--- src/rtl/vnacc_pkg.sv ---
package vnacc_pkg;

    localparam int MSG_W_DEFAULT = 7;
    localparam int SUM_GUARD     = 2;
    localparam int LANES_DEFAULT = 3;

    typedef enum logic {
        BASE_PREV = 1'b0,
        BASE_INTR = 1'b1
    } base_sel_e;

    typedef struct packed {
        logic vld;
        logic hdv;
        logic hd;
    } out_flags_t;

    function automatic base_sel_e pick_base(input logic first);
        return first ? BASE_INTR : BASE_PREV;
    endfunction

endpackage

--- src/rtl/vnacc_seed_mux.sv ---
module vnacc_seed_mux
    import vnacc_pkg::*;
#(
    parameter int MSG_W = 7,
    parameter int SUM_W = 9,
    parameter int ACC_W = 12
) (
    input  base_sel_e         sel,
    input  logic [MSG_W-1:0]  intrinsic,
    input  logic [SUM_W-1:0]  prev_sum,
    output logic [ACC_W-1:0]  base_ext
);
    localparam int INTR_PAD = ACC_W - MSG_W;
    localparam int PREV_PAD = ACC_W - SUM_W;

    always_comb begin
        if (sel == BASE_INTR)
            base_ext = {{INTR_PAD{intrinsic[MSG_W-1]}}, intrinsic};
        else
            base_ext = {{PREV_PAD{prev_sum[SUM_W-1]}}, prev_sum};
    end
endmodule

--- src/rtl/vnacc_adder_chain.sv ---
module vnacc_adder_chain #(
    parameter int MSG_W = 7,
    parameter int LANES = 3,
    parameter int ACC_W = 12
) (
    input  logic [ACC_W-1:0]       base_ext,
    input  logic [LANES-1:0]       lane_en,
    input  logic [LANES*MSG_W-1:0] lanes,
    output logic [ACC_W-1:0]       total
);
    localparam int PAD = ACC_W - MSG_W;

    logic [ACC_W-1:0] part [0:LANES];
    assign part[0] = base_ext;

    for (genvar k = 0; k < LANES; k++) begin : g_lane
        logic [MSG_W-1:0] msg;
        logic [ACC_W-1:0] term;
        assign msg  = lanes[k*MSG_W +: MSG_W];
        assign term = lane_en[k] ? {{PAD{msg[MSG_W-1]}}, msg} : '0;
        assign part[k+1] = part[k] + term;
    end

    assign total = part[LANES];
endmodule

--- src/rtl/vnacc_saturate.sv ---
module vnacc_saturate #(
    parameter int SUM_W = 9,
    parameter int ACC_W = 12
) (
    input  logic [ACC_W-1:0] acc,
    output logic [SUM_W-1:0] sat
);
    localparam int TOP_W = ACC_W - SUM_W + 1;

    logic [TOP_W-1:0] top_bits;
    logic             fits;

    assign top_bits = acc[ACC_W-1:SUM_W-1];
    assign fits     = (top_bits == '0) || (top_bits == '1);

    always_comb begin
        if (fits)
            sat = acc[SUM_W-1:0];
        else if (acc[ACC_W-1])
            sat = {1'b1, {(SUM_W-1){1'b0}}};
        else
            sat = {1'b0, {(SUM_W-1){1'b1}}};
    end
endmodule

--- src/rtl/vn_slice_accum.sv ---
module vn_slice_accum
    import vnacc_pkg::*;
#(
    parameter int MSG_W = MSG_W_DEFAULT,
    parameter int LANES = LANES_DEFAULT,
    parameter int SUM_W = MSG_W + SUM_GUARD
) (
    input  logic                   clk,
    input  logic                   rst,
    input  logic                   in_valid,
    input  logic                   first_slice,
    input  logic                   last_slice,
    input  logic [LANES-1:0]       edge_mask,
    input  logic [LANES*MSG_W-1:0] r_msgs,
    input  logic [MSG_W-1:0]       intrinsic,
    input  logic [SUM_W-1:0]       prev_sum,
    output logic                   out_valid,
    output logic [SUM_W-1:0]       sum_out,
    output logic                   hd_valid,
    output logic                   hd_bit
);
    localparam int ACC_W = SUM_W + $clog2(LANES + 1) + 1;

    logic [ACC_W-1:0] base_ext;
    logic [ACC_W-1:0] total;
    logic [SUM_W-1:0] sat_sum;
    logic [SUM_W-1:0] sum_q;
    out_flags_t       flags_q;

    vnacc_seed_mux #(.MSG_W(MSG_W), .SUM_W(SUM_W), .ACC_W(ACC_W)) u_seed (
        .sel       (pick_base(first_slice)),
        .intrinsic (intrinsic),
        .prev_sum  (prev_sum),
        .base_ext  (base_ext)
    );

    vnacc_adder_chain #(.MSG_W(MSG_W), .LANES(LANES), .ACC_W(ACC_W)) u_chain (
        .base_ext (base_ext),
        .lane_en  (edge_mask),
        .lanes    (r_msgs),
        .total    (total)
    );

    vnacc_saturate #(.SUM_W(SUM_W), .ACC_W(ACC_W)) u_sat (
        .acc (total),
        .sat (sat_sum)
    );

    always_ff @(posedge clk) begin
        if (rst) begin
            sum_q   <= '0;
            flags_q <= '0;
        end else begin
            flags_q.vld <= in_valid;
            flags_q.hdv <= in_valid && last_slice;
            if (in_valid) begin
                sum_q <= sat_sum;
                if (last_slice)
                    flags_q.hd <= sat_sum[SUM_W-1];
            end
        end
    end

    assign sum_out   = sum_q;
    assign out_valid = flags_q.vld;
    assign hd_valid  = flags_q.hdv;
    assign hd_bit    = flags_q.hd;

    // the decision strobe only follows a slice marked last
    p_hd_only_last_r7: assert property (@(posedge clk) disable iff (rst)
        hd_valid |-> (out_valid && $past(last_slice)));

    // the decision carries the sign of the result
    p_hd_sign_r7: assert property (@(posedge clk) disable iff (rst)
        hd_valid |-> (hd_bit == sum_out[SUM_W-1]));

    // without an applied slice the outputs hold
    p_idle_hold_r9: assert property (@(posedge clk) disable iff (rst)
        !$past(in_valid) |-> ($stable(sum_out) && !hd_valid && $stable(hd_bit)));

    // empty mask, not first: previous value passes through
    p_empty_pass_r10: assert property (@(posedge clk) disable iff (rst)
        (out_valid && $past(edge_mask == '0) && !$past(first_slice))
        |-> (sum_out == $past(prev_sum)));

    // empty mask, first: intrinsic seeds the result
    p_first_seed_r4: assert property (@(posedge clk) disable iff (rst)
        (out_valid && $past(edge_mask == '0) && $past(first_slice))
        |-> (sum_out == {{(SUM_W-MSG_W){$past(intrinsic[MSG_W-1])}}, $past(intrinsic)}));

endmodule

--- config.mk ---
export PLATFORM = sky130hd
export DESIGN_NAME = vn_slice_accum
export DESIGN_NICKNAME = d
export VERILOG_FILES = /design/src/rtl/vnacc_pkg.sv /design/src/rtl/vnacc_seed_mux.sv /design/src/rtl/vnacc_adder_chain.sv /design/src/rtl/vnacc_saturate.sv /design/src/rtl/vn_slice_accum.sv
export SDC_FILE = /design/constraint.sdc
export NUM_CORES = 1
export LEC_CHECK = 0
export ABC_CLOCK_PERIOD_IN_PS = 4700
export BUFFER_PORTS_ARGS = -buffer_cell sky130_fd_sc_hd__buf_2
export CAP_MARGIN = 20
export CORE_MARGIN = 3
export CORE_UTILIZATION = 53
export DETAILED_ROUTE_END_ITERATION = 6
export GPL_TIMING_DRIVEN = 0
export HOLD_SLACK_MARGIN = 0.12
export PLACE_DENSITY = 0.84
export SETUP_SLACK_MARGIN = 0.05
export SYNTH_ARGS = -nofsm -noshare
export SYNTH_HDL_FRONTEND = slang
export SYNTH_SLANG_ARGS = --single-unit
export TNS_END_PERCENT = 50
--- constraint.sdc ---
create_clock -name clk -period 4.7 [get_ports clk]
set_clock_uncertainty 0.05 [all_clocks]
set_input_delay 0 -clock clk [delete_from_list [all_inputs] [get_ports clk]]
set_output_delay 0 -clock clk [all_outputs]
set_load 0.02 [all_outputs]
==> out/summary.log, run 1 <==
[clocking] clock buffer count from CTS 3
[finish] fin nets 309
[power] static leakage 0.978 nW
[sta] unrepaired setup endpoints after global routing false
[worst_setup_path] maximum fanout along the worst path 8
[worst_setup_path] cell count of the worst reg-to-reg path 2
[routing] DRT Wirelength 3160 µm
[clocking] clock transition at the registers of the reported paths 0.07 ns
[floorplan] overall die width 59.0 µm
[floorplan] die footprint 3480 µm²
[logic_synthesis] synthesized netlist net count 245
[worst_setup_path] Reg2Reg Setup Slack 3.93 ns
[placement] placed cell area 1800 µm²
[worst_setup_path] terminus of the critical flop-to-flop path sum_out[7]
[logic_synthesis] Yosys warning count 0
[worst_setup_path] data arrival at the endpoint of the critical path 3.41 ns
[routing] Vias 1448
[clocking] count of hold buffers inserted by post-cts repair 4
[routing] number of DRC markers in iteration 0 34
[sta] setup TNS 0 ns
[clocking] number of sinks on the clock net 12
[global_route] vias in the first global route 1374
[status] run status finished clean
[sta] Fin Hold WS 0.270 ns
[finish] final design area excluding fillers 1880 µm²
[logic_synthesis] Cell Area, Synth 1490 µm²
[routing] DR pass1 iterations 4
[routing] drc violations 0
[logic_synthesis] syn_area_per_cell 8.56 µm²
[logic_synthesis] register bit total from synthesis 12
[clocking] Worst-Skew Late Latency 0.27 ns
[power] worst vdd rail ir drop 321 µV
[sta] Achievable Freq 0.305 GHz
[routing] post-detailed-route count of antenna-violating nets 0
[clocking] post-cts gate resize count 0
[global_route] global-route wire length before repair 5400 µm
[floorplan] number of top-level pins 57
[sta] relative slew slack 59.7%
[sta] transition time at the pin with the least slew margin 0.605 ns
[worst_setup_path] type of element launching the critical path input port
[placement] number of buffer cells added on primary ports 55
[worst_setup_path] launch instance of the worst register-to-register path sum_out[7]
[worst_hold_path] hold crit path type input port to register
[finish] ANT cells 0
[job] max_cap viols 0
[placement] DP Wirelength 2600 µm
[worst_hold_path] Min-Delay Path Depth 5
[global_route] antenna violations before repair 0
[global_route] Total Routing Usage GR 19.6%
[placement] Setup WS pre-CTS 1.14 ns
[clocking] CTS tree yes
[sta] Final Slew Violations 0
[sta] time the worst path needs with I/O delays and setup 3.28 ns
[routing] number of vias per cell after detailed routing 5.42
[sta] Setup-failing EPs final 0
[logic_synthesis] Synth Instances 174
[sta] Final Cycle Share 69.8%
[finish] number of fill cells 204
[floorplan] initial cell density of the core 58.0%
[logic_synthesis] portion of the post-synthesis area used by sequential elements 16.1%
[worst_setup_path] Worst Path Required 4.83 ns
[worst_setup_path] endpoint class of the critical path register
[finish] layout cell share with drive strength beyond 1 28.3%
[clocking] CTS root buf sky130_fd_sc_hd__clkbuf_4
[clocking] Max Buffers Root-to-Sink 2
[floorplan] core region area 2570 µm²
[worst_hold_path] startpoint of the worst hold path prev_sum[0]
[power] total power consumption of the routed design 0.000668 W
[clocking] postcts setup bufs 0
[routing] routed wire length per instance 11.8 µm
[floorplan] height of the die 59.0 µm
[logic_synthesis] number of distinct library cells after synthesis 31
[floorplan] total number of placement rows 18
[sta] min setup slack post-route 1.42 ns
[power] cell area power density 356 nW/µm²
[worst_hold_path] Hold Crit Endpoint sum_out[0]
[placement] final RePlAce weighted congestion 0.843
[sta] number of hold violations in the final report 0
[finish] Area growth, synth to finish 26.1%
[worst_setup_path] Worst Path Class, Setup input port to register
[clocking] Max H-tree Level 1
[global_route] remaining global-route overflow 0
[global_route] largest net degree at the start of global routing 11
==> critical path, stage by stage <==
cell and delay (ns):
sky130_fd_sc_hd__buf_2 0.14, sky130_fd_sc_hd__and2_1 0.16, sky130_fd_sc_hd__fa_1 0.51, sky130_fd_sc_hd__fa_1 0.56, sky130_fd_sc_hd__ha_1 0.20, sky130_fd_sc_hd__inv_1 0.07
sky130_fd_sc_hd__fa_1 0.39, sky130_fd_sc_hd__nand2b_1 0.18, sky130_fd_sc_hd__a21oi_1 0.19, sky130_fd_sc_hd__a21oi_1 0.18, sky130_fd_sc_hd__a21oi_1 0.31, sky130_fd_sc_hd__o311ai_4 0.21
sky130_fd_sc_hd__a311oi_1 0.31
==> registers in the layout (all words and copies together) (netlist names) <==
signal / cells
hd_bit: 1
hd_valid: 1
out_valid: 1
sum_out: 9
==> cell usage in the layout (no fill, tap or decap), drive strengths merged, types with 2 or more instances in the layout <==
| cell | Yosys | final |
|---|---|---|
| a21o | 2 | 2 |
| a21oi | 14 | 14 |
| a311oi | 9 | 9 |
| and2 | 17 | 17 |
| buf | 0 | 55 |
| clkbuf | 3 | 7 |
| dfxtp | 12 | 12 |
| dlygate4sd3 | 0 | 4 |
| fa | 16 | 16 |
| ha | 10 | 10 |
| inv | 30 | 30 |
| mux2 | 3 | 3 |
| mux2i | 7 | 7 |
| nand2 | 10 | 10 |
| nand2b | 3 | 3 |
| nand3 | 2 | 2 |
| nor2 | 16 | 16 |
| o21ai | 5 | 5 |
| o221ai | 2 | 2 |
| xnor2 | 2 | 2 |
| xor2 | 3 | 3 |
==> metrics by stage <==
stage / utilization, % / instances
6_report: 73.2 / 267
5_1_grt: 73.2 / 267
4_1_cts: 73.2 / 267
3_5_place_dp: 70.2 / 259
3_3_place_gp: 70.2 / 259
2_1_floorplan: - / 174
==> area by class of cell <==
class                           count  area (µm²)  share of cell area (%)
Buffer                              3        11.3                   0.599
Clock buffer                        4        36.3                    1.93
Inverter                           30         113                    5.99
Multi-Input combinational cell    129        1130                    59.9
Sequential cell                    12         240                    12.8
Tap cell                           30        37.5                    2.00
Timing Repair Buffer               59         315                    16.8
==> worst max-delay path by stage <==
stage | from | end | slack (ns) | depth (start not counted)
final | edge_mask[2] | sum_out[2] | 1.42 | 13
after global routing | first_slice | sum_out[2] | 1.19 | 12
after CTS | edge_mask[2] | sum_out[1] | 1.41 | 13
after detailed placement | first_slice | sum_out[1] | 1.14 | 12
after global placement | edge_mask[2] | sum_out[3] | 1.20 | 13
after floorplan | first_slice | sum_out[3] | 1.53 | 12
==> cell families after synthesis <==
family	Yosys count	share of synthesized area, %
flip-flops	12	16.1
AND/OR/NAND/NOR	50	16.5
AO/OA/AOI/OAI	38	19.3
buffers and inverters	33	8.31
adder cells (fa/ha/maj)	26	29.9
multiplexers	10	6.97
XOR/XNOR	5	2.94
==> Yosys cell counts, drive strengths merged <==
library cell / number / share of area (%)
and2: 17 / 7.1
a22oi: 1 / 0.50
xor2: 3 / 1.8
and3: 1 / 0.42
xnor2: 2 / 1.2
a211oi: 1 / 0.84
clkbuf: 3 / 0.76
nand2b: 3 / 1.3
o211ai: 1 / 0.50
a21o: 2 / 1.0
o221ai: 2 / 1.6
nand3: 2 / 0.67
nor2b: 1 / 0.42
inv: 30 / 7.6
nor2: 16 / 4.0
a21oi: 14 / 4.7
a31oi: 1 / 0.42
o311ai: 1 / 1.8
fa: 16 / 21
mux2i: 7 / 4.7
a2111o: 1 / 0.76
a311oi: 9 / 5.3
nand2: 10 / 2.5
dfxtp: 12 / 16
ha: 10 / 8.4
mux2: 3 / 2.3
o21ai: 5 / 1.9
==> metal layers <==
metal	GRT usage [%]	part of all wire, %	vias to the layer above
li1	-	-	710
met1	23.5	41	694
met2	35.8	53	36
met3	3.27	3.6	8
met4	5.18	2.4	0
met5	0	0	-
==> power by group <==
group,switching (W),internal (W),leakage [nW]
clock,0.0000342,0.0000471,0.0210
sequential,0.0000130,0.000129,0.0995
combinational,0.000261,0.000184,0.858
Power figures use the tool's default switching activity.
==> run 2: changes to the inputs <==
- ABC_CLOCK_PERIOD_IN_PS: 4700 -> 2820
- CORE_UTILIZATION: 53 -> 45
- PLACE_DENSITY: 0.84 -> 0.75
- clock period: 4.7 -> 2.82 ns (I/O delays scaled with it)
==> run 2 against run 1 <==
The flow now finishes with violations (setup timing); largest power group unchanged; highest routed layer unchanged; critical path type unchanged; via count is 0.28% higher; sequential power grew 64%; register-to-register slack lost 1.9 ns; die area up 16%; combinational power is 120% higher; global-route usage is 1.9 points lower; power rose by 100%.
==> out/summary.log, run 2 (synthesized netlist as in run 1, its figures left out) <==
[status] run status finished, violations left
[status] failing checks setup timing
[worst_setup_path] type of element launching the critical path input port
[clocking] clock transition at the registers of the reported paths 0.07 ns
[worst_setup_path] Worst Path Required 2.90 ns
[finish] ANT cells 0
[job] max_cap viols 0
[routing] number of DRC markers in iteration 0 64
[worst_setup_path] Crit. Startpoint edge_mask[2]
[placement] number of buffer cells added on primary ports 55
[clocking] CTS root buf sky130_fd_sc_hd__clkbuf_4
[finish] most common library cell in the layout ignoring fill and taps sky130_fd_sc_hd__buf_2
[worst_hold_path] startpoint of the worst hold path intrinsic[0]
[power] static leakage 1.06 nW
[routing] routed wire length per instance 11.9 µm
[power] worst vdd rail ir drop 323 µV
[clocking] CTS tree yes
[floorplan] total number of placement rows 20
[global_route] Total Routing Usage GR 17.7%
[sta] Final Slew Violations 0
[sta] Setup-failing EPs final 8
[finish] non-filler cells in the finished layout 290
[sta] transition time at the pin with the least slew margin 0.472 ns
[routing] number of vias per cell after detailed routing 5.01
[power] cell area power density 628 nW/µm²
[floorplan] height of the die 63.5 µm
[routing] Vias 1452
[clocking] number of sinks on the clock net 12
[sta] time the worst path needs with I/O delays and setup 2.94 ns
[sta] Achievable Freq 0.340 GHz
[sta] number of hold violations in the final report 0
[global_route] global-route wire length before repair 5870 µm
[worst_setup_path] delay of the slowest cell on the worst path 0.53 ns
[floorplan] die footprint 4040 µm²
[finish] final design area excluding fillers 2130 µm²
[finish] number of flip-flops in the largest register 9
[worst_setup_path] endpoint class of the critical path register
[sta] relative slew slack 68.6%
[finish] fin nets 318
[worst_setup_path] cell count of the worst reg-to-reg path 2
[worst_setup_path] launch instance of the worst register-to-register path sum_out[4]
[clocking] Max H-tree Level 1
[finish] number of fill cells 266
[finish] Area growth, synth to finish 42.7%
[placement] DP Wirelength 2720 µm
[finish] Final Util 68.5%
[routing] post-detailed-route count of antenna-violating nets 0
[worst_setup_path] cell chain of the critical path buf_8 > and2_4 > fa_1 > fa_1 > ha_2 > inv_2 > fa_2 > nand2b_4 > a21oi_4 > a21oi_4 > a2111o_1 > o311ai_4 > buf_6 > a311oi_2
[floorplan] overall die width 63.5 µm
[worst_hold_path] hold crit path type input port to register
[clocking] clock buffer count from CTS 3
[sta] Final Cycle Share 104%
[placement] Setup WS pre-CTS -0.451 ns
[routing] drc violations 0
[finish] highest-count cells in the layout ignoring fill and taps 51 x sky130_fd_sc_hd__buf_2, 24 x sky130_fd_sc_hd__inv_1, 16 x sky130_fd_sc_hd__nor2_1
[clocking] Worst-Skew Late Latency 0.28 ns
[global_route] largest net degree at the start of global routing 11
[global_route] antenna violations before repair 0
[placement] placed cell area 1900 µm²
[finish] layout cell share with drive strength beyond 1 42.3%
[worst_setup_path] cell with the largest stage delay on the worst path sky130_fd_sc_hd__fa_1
[floorplan] initial cell density of the core 48.0%
[sta] unrepaired setup endpoints after global routing true
[worst_hold_path] Min-Delay Path Depth 5
[global_route] remaining global-route overflow 0
[sta] min setup slack post-route -0.122 ns
[routing] DRT Wirelength 3440 µm
[routing] DR pass1 iterations 4
[global_route] vias in the first global route 1451
[worst_setup_path] data arrival at the endpoint of the critical path 3.02 ns
[floorplan] number of top-level pins 57
[worst_setup_path] Worst Path Class, Setup input port to register
[worst_setup_path] maximum fanout along the worst path 8
[placement] placed cell count 273
[floorplan] core region area 3100 µm²
[placement] final RePlAce weighted congestion 0.743
[clocking] Max Buffers Root-to-Sink 2
==> run 2: repair_timing <==
action,in CTS,in global routing
setup endpoints to repair,8,9
cloned,0,0
pin swaps,23,0
gates resized for setup,22,3
setup buffers,8,2
hold endpoints to repair,4,0
hold buffers,3,0
==> run 2: report_power, final <==
group          switching [W]  internal [W]
sequential         0.0000188      0.000214
combinational       0.000518      0.000447
clock              0.0000585     0.0000786
total               0.000595      0.000740
==> run 2: worst max-delay path: cells and delay by family <==
family          cells  cell delay, ns
compound gates      5            0.79
fa+ha+maj           4            1.62
buf+inv             3            0.32
simple gates        2            0.29
==> run 2: stage by stage <==
step                total power [W]  setup TNS, ns  hold slack, ns
floorplan                  0.000872         -0.684          0.0167
global placement            0.00104          -3.34           0.176
detailed placement          0.00106          -3.68           0.182
CTS                         0.00130         -0.712           0.289
global route                0.00146          -1.60           0.312
finish                      0.00134         -0.846           0.287
==> run 2: area by class of cell <==
class / count / area [µm²] / area share (%)
inverters: 30 / 113 / 5.29
clock buffers: 4 / 36.3 / 1.71
well taps: 44 / 55.1 / 2.59
plain buffers: 3 / 12.5 / 0.588
multi-input cells: 129 / 1260 / 59.1
repair buffers: 68 / 413 / 19.4
flip-flops and latches: 12 / 240 / 11.3
==> run 2: routing by layer <==
| layer | track usage [%] | wire length, µm | share of wire [%] |
|---|---|---|---|
| met3 | 3.39 | 118 | 3.4 |
| met4 | 3.23 | 17 | 0.49 |
| met5 | 0 | 0 | 0 |
| met1 | 20.6 | 1370 | 40 |
| met2 | 33.4 | 1930 | 56 |
==> run 2: path summary, 6_finish.rpt <==
kind	slack (ns)	end
worst max register to register	2.03	sum_out[4]
worst min register to register	0.42	sum_out[1]
worst min-delay path	0.29	sum_out[0]
worst max-delay path	-0.12	sum_out[4]
==> run 3: changes to the inputs <==
- ABC_AREA: unset -> 1
- CORE_MARGIN: 3 -> 2
- CORE_UTILIZATION: 45 -> 46
- PLACE_DENSITY: 0.75 -> 0.76
==> run 3 against run 2 <==
The run now ends clean; routed wire length up 3.6%; worst hold slack better by 0.015 ns; first-iteration DRC count down 3.1%; cell count up 24%; critical path type unchanged.
==> out/summary.log, run 3 <==
[worst_setup_path] Worst path most repeated cell sky130_fd_sc_hd__nand2_2
[logic_synthesis] top-area cell type share of the netlist area 20.0%
[logic_synthesis] most common cell in the synthesized netlist sky130_fd_sc_hd__nand2_1
[floorplan] number of top-level pins 57
[routing] post-detailed-route count of antenna-violating nets 0
[power] sequential fraction of design power 15.9%
[sta] time the worst path needs with I/O delays and setup 2.73 ns
[finish] number of fill cells 298
[logic_synthesis] async set-reset flop share out of synthesis 0%
[clocking] clock buffer count from CTS 3
[routing] drc violations 0
[routing] DR pass1 iterations 4
[finish] fin nets 385
[logic_synthesis] Yosys warning count 0
[global_route] vias in the first global route 1573
[worst_hold_path] hold crit path type input port to register
[clocking] Max Buffers Root-to-Sink 2
[global_route] antenna violations before repair 0
[floorplan] total number of placement rows 21
[worst_setup_path] Worst path top cell family by delay adder cells
[worst_setup_path] cell chain of the critical path buf_4 > nand2_2 > inv_1 > fa_1 > fa_1 > ha_2 > inv_2 > fa_2 > nand3b_1 > nand2_2 > nand2_4 > nand2_4 > nand2_2 > nand2_2 > nand2_2 > o21ai_2 > nand2_4 > nor2_1 > nor2_1
[routing] number of vias per cell after detailed routing 4.59
[logic_synthesis] flip-flop cell with the highest count after synthesis sky130_fd_sc_hd__dfxtp_1
[placement] number of buffer cells added on primary ports 55
[logic_synthesis] ranking of synthesized cells by area sky130_fd_sc_hd__fa_1 20%, sky130_fd_sc_hd__dfxtp_1 15%, sky130_fd_sc_hd__nand2_1 15%, sky130_fd_sc_hd__inv_1 14%, sky130_fd_sc_hd__ha_1 7.8%
[worst_setup_path] cell with the largest stage delay on the worst path sky130_fd_sc_hd__fa_1
[power] worst vdd rail ir drop 259 µV
[clocking] Max H-tree Level 1
[sta] Final Slew Violations 0
[placement] final RePlAce weighted congestion 0.742
[clocking] CTS tree yes
[power] relative contribution of combinational cells to total power 74.4%
[floorplan] die footprint 3970 µm²
[floorplan] height of the die 63.0 µm
[clocking] number of sinks on the clock net 12
[sta] unrepaired setup endpoints after global routing true
[finish] ANT cells 0
[worst_setup_path] maximum fanout along the worst path 8
[sta] Setup-failing EPs final 0
[sta] Achievable Freq 0.366 GHz
[global_route] Total Routing Usage GR 18.5%
[power] total net switching power 0.000682 W
[sta] relative slew slack 81.4%
[logic_synthesis] Synth Instances 245
[floorplan] initial cell density of the core 48.0%
[routing] number of DRC markers in iteration 0 62
[worst_setup_path] Worst Path Class, Setup input port to register
[logic_synthesis] Post-synth top cells 63 x sky130_fd_sc_hd__nand2_1, 61 x sky130_fd_sc_hd__inv_1, 33 x sky130_fd_sc_hd__nor2_1
[logic_synthesis] Cell Area, Synth 1600 µm²
[sta] number of hold violations in the final report 0
[power] total power consumption of the routed design 0.00138 W
[logic_synthesis] synthesized netlist net count 316
[logic_synthesis] portion of the post-synthesis area used by sequential elements 15.0%
[logic_synthesis] leading area contributor after synthesis sky130_fd_sc_hd__fa_1
[worst_setup_path] buffers and inverters on the worst path 3
[placement] DP Wirelength 2690 µm
[worst_setup_path] Worst Path Required 2.94 ns
[finish] Area growth, synth to finish 40.2%
[sta] transition time at the pin with the least slew margin 0.279 ns
[floorplan] core region area 3340 µm²
[power] Clock Power Share 9.8%
[job] max_cap viols 0
[power] static leakage 1.32 nW
[routing] DRT Wirelength 3560 µm
[worst_setup_path] endpoint class of the critical path register
[finish] number of flip-flops in the largest register 9
[status] run status finished clean
[clocking] Worst-Skew Late Latency 0.27 ns
[floorplan] overall die width 63.0 µm
[clocking] CTS root buf sky130_fd_sc_hd__clkbuf_4
[worst_setup_path] type of element launching the critical path input port
[sta] Final Cycle Share 96.9%
[global_route] largest net degree at the start of global routing 11
[worst_setup_path] delay of the slowest cell on the worst path 0.50 ns
[logic_synthesis] syn_area_per_cell 6.53 µm²
[worst_setup_path] data arrival at the endpoint of the critical path 2.85 ns
[power] cell area power density 617 nW/µm²
[global_route] global-route wire length before repair 6180 µm
[finish] highest-count cells in the layout ignoring fill and taps 59 x sky130_fd_sc_hd__inv_1, 53 x sky130_fd_sc_hd__nand2_1, 52 x sky130_fd_sc_hd__buf_2
[routing] Vias 1647
[finish] most common library cell in the layout ignoring fill and taps sky130_fd_sc_hd__inv_1
[power] cell-internal power 0.000702 W
[logic_synthesis] number of distinct library cells after synthesis 25
[logic_synthesis] register bit total from synthesis 12
[power] Net Sw Frac 49.3%
[routing] routed wire length per instance 9.92 µm
[global_route] remaining global-route overflow 0
[finish] Final Util 67.2%
[finish] layout cell share with drive strength beyond 1 36.4%
[logic_synthesis] Post-synth EDFFs 0
[clocking] clock transition at the registers of the reported paths 0.07 ns
==> run 3: cell count changes after synthesis, sizes merged, moves of 2 or more <==
cell / previous run / this run
nand2b: 3 / 0
inv: 30 / 62
a311oi: 9 / 0
nand3: 2 / 8
a21oi: 14 / 5
nand2: 10 / 70
nor2: 16 / 34
o21ai: 5 / 13
clkbuf: 3 / 1
and2: 17 / 1
a21o: 2 / 0
mux2i: 7 / 4
o221ai: 2 / 0
mux2: 3 / 0
==> run 3: final timing paths <==
check	from	to	slack, ns	cells after the start
setup / recovery	edge_mask[2]	sum_out[1]	0.09	19
hold / removal	intrinsic[0]	sum_out[0]	0.30	8
setup reg to reg	sum_out[8]	sum_out[8]	2.09	2
hold reg to reg	sum_out[2]	sum_out[2]	0.45	2
==> run 3: worst register-to-register path, delay by kind of cell, from the launching register on <==
| kind | cells | cell delay [ns] |
|---|---|---|
| DFF | 1 | 0.32 |
| AOI/OAI and AO/OA | 2 | 0.26 |
==> run 3: timing repair <==
item / in CTS / in global routing
setup buffers: 1 / 3
endpoints found under the setup margin: 8 / 9
hold buffers: 5 / 0
resized for setup: 5 / 47
hold endpoints to repair: 12 / 0
pin swaps: 9 / 21
==> run 3: final cells by class <==
class	instances	area (µm²)	share of cell area, %
Multi-Input combinational cell	169	1280	57.3
Sequential cell	12	240	10.7
Tap cell	46	57.6	2.57
Inverter	62	233	10.4
Timing Repair Buffer	64	379	16.9
Buffer	2	12.5	0.558
Clock buffer	4	36.3	1.62
==> run 3: through the flow <==
stage / cells / setup TNS (ns) / instance area, µm² / hold slack, ns / setup WS [ns]
after CTS: 356 / 0 / 2050 / 0.257 / 0.0553
after floorplan: 245 / 0 / 1610 / 0.0213 / 0.0742
after detailed placement: 346 / -2.57 / 1940 / 0.139 / -0.321
after global routing: 359 / -0.119 / 2240 / 0.328 / -0.0357
after global placement: 346 / -2.25 / 1940 / 0.139 / -0.290
final: 359 / 0 / 2240 / 0.302 / 0.0878
==> run 3: power groups by stage <==
stage	Combinational, W	Sequential (W)	Clock, W
6_report	0.00103	0.000220	0.000135
5_1_grt	0.00116	0.000224	0.000146
4_1_cts	0.000847	0.000220	0.000135
3_5_place_dp	0.000828	0.000223	0
3_3_place_gp	0.000812	0.000222	0
2_1_floorplan	0.000609	0.000266	0
==> run 3: routing by layer <==
layer	vias to the layer above	GRT usage [%]	wire length, µm
li1	857	-	-
met1	753	22.8	1570
met2	34	35.1	1870
met3	3	0.901	103
met4	0	4.17	16
met5	-	0	0
==> run 3: kinds of logic (layout without fill, tap and decap cells) <==
family,after synthesis,in the layout,share of synthesized area [%]
muxes,4,4,2.50
adders and majority gates,26,26,27.8
DFF,12,12,15.0
buffers and inverters,64,132,15.2
xor gates and xnor gates,5,5,2.74
and+or+nand+nor,115,115,29.9
AOI/OAI and AO/OA,19,19,6.72
